**src/rtl/sdsus_pkg.sv**
```systemverilog
package sdsus_pkg;
  localparam int DST_W = 3;
  typedef enum logic [DST_W-1:0] {
    DS_IDLE  = 3'd0,
    DS_WR    = 3'd1,
    DS_RD    = 3'd2,
    DS_PARK  = 3'd3,
    DS_DRAIN = 3'd4
  } dstate_t;
endpackage

```
**src/rtl/sdsus_cmd_side.sv**
```systemverilog
module sdsus_cmd_side #(
  parameter int RSP_TMO = 64
) (
  input  logic clk,
  input  logic rst,
  input  logic cmd_issue,
  input  logic cmd_suspend,
  input  logic rsp_valid,
  input  logic rsp_ok,
  output logic waiting,
  output logic ack
);
  localparam int TW = (RSP_TMO > 1) ? $clog2(RSP_TMO) : 1;
  localparam logic [TW-1:0] TLAST = TW'(RSP_TMO - 1);

  logic [TW-1:0] timer;

  always_ff @(posedge clk) begin
    if (rst) begin
      waiting <= 1'b0;
      timer   <= '0;
      ack     <= 1'b0;
    end else begin
      ack <= 1'b0;
      if (cmd_issue) begin
        waiting <= cmd_suspend;
        timer   <= '0;
      end else if (waiting) begin
        if (rsp_valid) begin
          waiting <= 1'b0;
          ack     <= rsp_ok;
        end else if (timer == TLAST) begin
          waiting <= 1'b0;
        end else begin
          timer <= timer + 1'b1;
        end
      end
    end
  end

  // acknowledge lasts one cycle only
  a_r3_ack_single: assert property (@(posedge clk) disable iff (rst)
    ack |=> !ack);
  // refused reply never acknowledges
  a_r4_err_no_ack: assert property (@(posedge clk) disable iff (rst)
    (waiting && rsp_valid && !rsp_ok && !cmd_issue) |=> !ack);
  // reply with nothing outstanding never acknowledges
  a_r5_plain_no_ack: assert property (@(posedge clk) disable iff (rst)
    (!waiting && !cmd_issue) |=> !ack);
endmodule

```
**src/rtl/sdsus_data_side.sv**
```systemverilog
module sdsus_data_side
  import sdsus_pkg::*;
(
  input  logic    clk,
  input  logic    rst,
  input  logic    ack,
  input  logic    cmd_wait,
  input  logic    cmd_issue,
  input  logic    xfer_start,
  input  logic    xfer_dir,
  input  logic    xfer_end,
  input  logic    crc_tok,
  input  logic    rd_pkt,
  input  logic    fifo_empty,
  output dstate_t state,
  output logic    pend,
  output logic    suspended
);
  dstate_t nxt;
  logic    susp_stop;

  always_comb begin
    nxt       = state;
    susp_stop = 1'b0;
    if (state != DS_IDLE && xfer_end) begin
      nxt = DS_IDLE;
    end else begin
      case (state)
        DS_IDLE:  if (xfer_start && !pend && !cmd_wait)
                    nxt = xfer_dir ? DS_RD : DS_WR;
        DS_WR:    if (pend && crc_tok) begin
                    nxt       = DS_IDLE;
                    susp_stop = 1'b1;
                  end
        DS_RD:    if (pend) nxt = DS_PARK;
        DS_PARK:  if (rd_pkt) nxt = DS_DRAIN;
        DS_DRAIN: if (fifo_empty) begin
                    nxt       = DS_IDLE;
                    susp_stop = 1'b1;
                  end
        default:  nxt = DS_IDLE;
      endcase
    end
  end

  always_ff @(posedge clk) begin
    if (rst) begin
      state     <= DS_IDLE;
      pend      <= 1'b0;
      suspended <= 1'b0;
    end else begin
      state <= nxt;
      if (nxt == DS_IDLE)
        pend <= 1'b0;
      else if (ack && state != DS_IDLE)
        pend <= 1'b1;
      if (cmd_issue)
        suspended <= 1'b0;
      else if (susp_stop)
        suspended <= 1'b1;
    end
  end

  // pending write stops on its CRC token
  a_r6_wr_stop: assert property (@(posedge clk) disable iff (rst)
    (state == DS_WR && pend && crc_tok && !xfer_end && !cmd_issue)
      |=> (state == DS_IDLE && suspended));
  // drain holds until FIFO empty
  a_r7_drain_hold: assert property (@(posedge clk) disable iff (rst)
    (state == DS_DRAIN && !fifo_empty && !xfer_end) |=> state == DS_DRAIN);
  // no start while a suspend is outstanding
  a_r8_start_block: assert property (@(posedge clk) disable iff (rst)
    (state == DS_IDLE && xfer_start && (pend || cmd_wait)) |=> state == DS_IDLE);
  // command issue clears the suspended flag
  a_r9_clear: assert property (@(posedge clk) disable iff (rst)
    cmd_issue |=> !suspended);
  // normal end never marks suspended
  a_r10_end_plain: assert property (@(posedge clk) disable iff (rst)
    (state != DS_IDLE && xfer_end && !suspended) |=> (state == DS_IDLE && !suspended && !pend));
endmodule

```
**src/rtl/sdsus_ctrl.sv**
```systemverilog
module sdsus_ctrl
  import sdsus_pkg::*;
#(
  parameter int RSP_TMO = 64
) (
  input  logic             clk,
  input  logic             rst,
  input  logic             cmd_issue,
  input  logic             cmd_suspend,
  input  logic             rsp_valid,
  input  logic             rsp_ok,
  input  logic             xfer_start,
  input  logic             xfer_dir,
  input  logic             xfer_end,
  input  logic             crc_tok,
  input  logic             rd_pkt,
  input  logic             fifo_empty,
  output logic             susp_ack,
  output logic             susp_pend,
  output logic [DST_W-1:0] dstate,
  output logic             suspended
);
  logic    cmd_wait;
  logic    pend;
  dstate_t st;

  sdsus_cmd_side #(.RSP_TMO(RSP_TMO)) u_cmd (
    .clk         (clk),
    .rst         (rst),
    .cmd_issue   (cmd_issue),
    .cmd_suspend (cmd_suspend),
    .rsp_valid   (rsp_valid),
    .rsp_ok      (rsp_ok),
    .waiting     (cmd_wait),
    .ack         (susp_ack)
  );

  sdsus_data_side u_dat (
    .clk        (clk),
    .rst        (rst),
    .ack        (susp_ack),
    .cmd_wait   (cmd_wait),
    .cmd_issue  (cmd_issue),
    .xfer_start (xfer_start),
    .xfer_dir   (xfer_dir),
    .xfer_end   (xfer_end),
    .crc_tok    (crc_tok),
    .rd_pkt     (rd_pkt),
    .fifo_empty (fifo_empty),
    .state      (st),
    .pend       (pend),
    .suspended  (suspended)
  );

  assign susp_pend = cmd_wait | pend;
  assign dstate    = st;

  // acknowledge while idle leaves nothing pending
  a_r11_idle_ack: assert property (@(posedge clk) disable iff (rst)
    (susp_ack && st == DS_IDLE && !cmd_issue) |=> !pend);
endmodule

```
**config.mk**
```make
export PLATFORM = sky130hd
export DESIGN_NAME = sdsus_ctrl
export DESIGN_NICKNAME = d
export VERILOG_FILES = /design/src/rtl/sdsus_pkg.sv /design/src/rtl/sdsus_cmd_side.sv /design/src/rtl/sdsus_data_side.sv /design/src/rtl/sdsus_ctrl.sv
export SDC_FILE = /design/constraint.sdc
export NUM_CORES = 1
export LEC_CHECK = 0
export BUFFER_PORTS_ARGS = -buffer_cell sky130_fd_sc_hd__buf_2
export CORE_UTILIZATION = 44
export CTS_CLUSTER_DIAMETER = 30
export CTS_CLUSTER_SIZE = 8
export DETAILED_ROUTE_END_ITERATION = 10
export PLACE_DENSITY = 0.74
export SYNTH_ARGS = -nofsm -noshare
export SYNTH_HDL_FRONTEND = slang
export SYNTH_SLANG_ARGS = --single-unit
```
**constraint.sdc**
```tcl
create_clock -name clk -period 1.4 [get_ports clk]
set_input_delay 0.07 -clock clk [delete_from_list [all_inputs] [get_ports clk]]
set_output_delay 0.07 -clock clk [all_outputs]
set_load 0.01 [all_outputs]
```
==> impl_results.md <==
* Routability-driven placement congestion ratio at 0.826
* Power share of the sequential group at 0.529
* Cells after Synth at 75
* P_int at 539 uW
* Final Setup Violations at 0
* Routed length per placed instance at 12.5 um
* Number of distinct library cells after synthesis at 34
* Crit path cell chain: ha_4, buf_4, or4_1, and3_1
* Maximum number of pins on one net before global-route repair at 10
* Latest clock arrival within the worst-skew pair at 0.28 ns
* Outcome: finished clean
* Initial Util at 0.488
* Number of I/O port buffers at 17
* Maximum clock path buffer count at 2
* Part of the power in the clock network at 0.325
* Fraction of the yosys area taken by sequential cells at 0.400
* Cell area after placement at 821 um2
* Core Util, Final at 0.669
* Standard cell core area at 1330 um2
* Dominant combinational cell family by area after synthesis: simple AND/OR/NAND/NOR gates
* Clock tree from TritonCTS: done
* Req. time, crit path at 1.58 ns
* Clock Skew at 0.00663 ns
* Area share of the largest cell type after synthesis at 0.400
* CP Class: flip-flop to flip-flop
* Cell taking the most area after synthesis: dfxtp_1
* Clock root buffer master: clkbuf_4
* Share of post-route cells with drive strength above 1 at 0.387
* Clock buffers created by TritonCTS at 3
* Clock input transition at the sequential cells of the worst setup and hold paths at 0.08 ns
* Sum of negative setup slack at 0 ns
* XOR/XNOR share of the synthesized area at 0.0135
* End point of the worst hold path: u_cmd.timer[0]
* Power density over the cells at 806 nW/um2
* Diode count at 0
* Slew headroom at 0.746
* Sum of overflow across all layers after global routing at 0
* Slowest stage delay, CP at 0.49 ns
* Slew at the pin with the worst max-slew slack at 0.379 ns
* Total of fill cells in the finished design at 113
* Hold path startpoint: cmd_issue
* Switching power as a share of total power at 0.250
* Nature of the critical path endpoint: flip-flop
* Final critical-path share of the clock period at 0.983
* Final-layout worst hold slack at 0.0313 ns
* Post-route insts no fill at 121
* CTS H-tree depth at 1
* Std-Cell Rows at 13
* Maximum vdd drop at 413 uV
* Aggregate routed wire length at 1510 um
* Floorplan die width at 40.5 um
* Register bit total from synthesis at 13
* Startpoint of the lowest-slack register-to-register path: u_cmd.timer[1]
* HP Class: input port to flip-flop
* Detail-routed via count per cell at 5.37
* Unrepaired setup endpoints after global routing: true
* Simple-gate share of the synthesized area at 0.327
* Number of max-cap violations at 0
* Final critical path time including I/O delays and setup at 1.38 ns
* Register area at 264 um2
* Most common cell after layout, fill and taps aside: buf_2
* Worst-case setup margin in the final layout at 0.0244 ns
* Startpoint type of the worst setup path: flip-flop
* Master of the slowest instance on the critical path: or4_1
* Antenna violations before repair at 0
* Multiplexer share of the synthesized area at 0.0462
* Via total after detailed routing at 650
* Layout area overhead at 37.1%
* Area of the die at 1640 um2
* Data arrival time of the critical path at 1.56 ns
* Iter 0 DRT Violations at 13
* Synth Net Count at 88
* Count of buffer and inverter cells on the critical path at 1
* Adder-cell share of the synthesized area at 0.0346
* First-pass iteration count of the detailed router at 4
* Part of the total power dissipated in combinational logic at 0.146
* Final net count at 120
* Count of boundary I/O pins at 18
* Hold Vio Cnt, Final at 0
* Overall fraction of global-route tracks in use at 0.216
* Worst slack at placement at 0.0421 ns
* Total power consumption of the routed design at 719 uW
* Leakage power summed over all cells at 0.417 nW
* Path depth of the worst reg2reg path at 4
* Net switching power at 180 uW
* Post-synthesis compound-gate area fraction at 0.150
* Layout Cell Area excl Fill at 892 um2
* Wire length of the first global-routing pass at 2230 um
* Count of cells along the worst hold path at 2
* Top library cells by usage in the layout, fill and taps aside: buf_2 (17), buf_4 (10), dfxtp_1 (10)
* Number of cells after detailed placement at 114
* Height of the die at 40.5 um
* Multi-input gate area at 404 um2
* Number of warnings printed during yosys synthesis at 0
* Clk sinks at 13
* Average footprint of a synthesized cell at 8.67 um2
* Vias in the first global route at 535
* Final HPWL from detailed placement at 1130 um
* Top cells by area, synth: dfxtp_1 (40%), mux2i_1 (4.6%), nand2_1 (4.6%)
* Netlist Area Pre-Place at 651 um2
* Logic depth of the worst path, buffers included at 4
* Timing-limited maximum frequency at 0.727 GHz
* Antenna-violating nets left at 0
* Hold buffer count at cts at 0
* Worst-path maximum fanout at 3
* Family with the most delay on the worst path: simple AND/OR/NAND/NOR gates
* R2R Path End: u_cmd.timer[5]
* Slack of the worst reg-to-reg path at 0.02 ns
* DRC Markers at 0
* Number of pins exceeding their max-slew limit in the final report at 0
[cells in the mapped netlist]
| cell type | n |
|---|---|
| dfxtp_1 | 13 |
| nand2_1 | 8 |
| nor2_1 | 6 |
| a21oi_1 | 4 |
| inv_1 | 4 |
| mux2i_1 | 3 |
| nor3_1 | 3 |
| and3_1 | 2 |
| nand3_1 | 2 |
| nand4b_1 | 2 |
| nor2b_1 | 2 |
| o21a_1 | 2 |
| o21ai_0 | 2 |
| o311a_1 | 2 |
| a211oi_1 | 1 |
| a31o_1 | 1 |
| and2_1 | 1 |
| and4_1 | 1 |
| clkinv_1 | 1 |
| ha_1 | 1 |
| maj3_1 | 1 |
| nand2b_2 | 1 |
| nand3b_1 | 1 |
| nand4_1 | 1 |
| nor4_1 | 1 |
| o21ai_2 | 1 |
| o31ai_1 | 1 |
| or2_1 | 1 |
| or2_4 | 1 |
| or3_1 | 1 |
| or3b_1 | 1 |
| or4_1 | 1 |
| or4_4 | 1 |
| xnor2_1 | 1 |
[what timing repair did]
item                       4_1_cts  5_1_grt
resized for setup                0        6
setup endpoints to repair        0        6
setup buffers                    0        3
[per-layer routing]
metal  share of wire  up-vias  GRT usage  wire length [um]
met3           0.047        5     0.0944                71
met2            0.41       15      0.325               626
met5               0        -          0                 0
met1            0.52      291      0.246               778
met4           0.021        0      0.133                31
li1                -      339          -                 -
[power groups by stage]
stage,clock [mW],combinational [mW],sequential [mW]
6_report,0.234,0.105,0.380
5_1_grt,0.252,0.118,0.381
4_1_cts,0.240,0.0977,0.380
3_5_place_dp,0,0.0972,0.389
3_3_place_gp,0,0.0959,0.388
2_1_floorplan,0,0.0483,0.394
[cell families after synthesis]
logic type | Yosys count
multiplexers | 3
flip-flops | 13
buffers and inverters | 5
XOR/XNOR | 1
AO/OA/AOI/OAI | 14
adder cells (fa/ha/maj) | 2
AND/OR/NAND/NOR | 37
[sequential cells by signal, summed over array words and instances (netlist names)]
register / flops
u_cmd.waiting: 1
u_dat.state: 3
u_cmd.timer: 6
u_cmd.ack: 1
u_dat.pend: 1
u_dat.suspended: 1
[how the worst max path moves through the flow]
stage                     endpoint  slack [ns]      startpoint
global placement    u_dat.state[1]        0.06   u_cmd.waiting
finish              u_cmd.timer[5]        0.02  u_cmd.timer[1]
CTS                     u_dat.pend       0.006  u_dat.state[0]
detailed placement  u_cmd.timer[3]        0.04  u_cmd.timer[0]
global route        u_cmd.timer[5]       -0.02  u_cmd.timer[1]
floorplan           u_cmd.timer[3]        0.02  u_cmd.timer[0]
[final cells by class]
cell class                      instances  share of cell area
Multi-Input combinational cell         57               0.453
Sequential cell                        13               0.296
Timing Repair Buffer                   27               0.180
Clock buffer                            4              0.0295
Inverter                                5              0.0210
Tap cell                               15              0.0210
No activity file was read; power rests on OpenSTA's default activity.
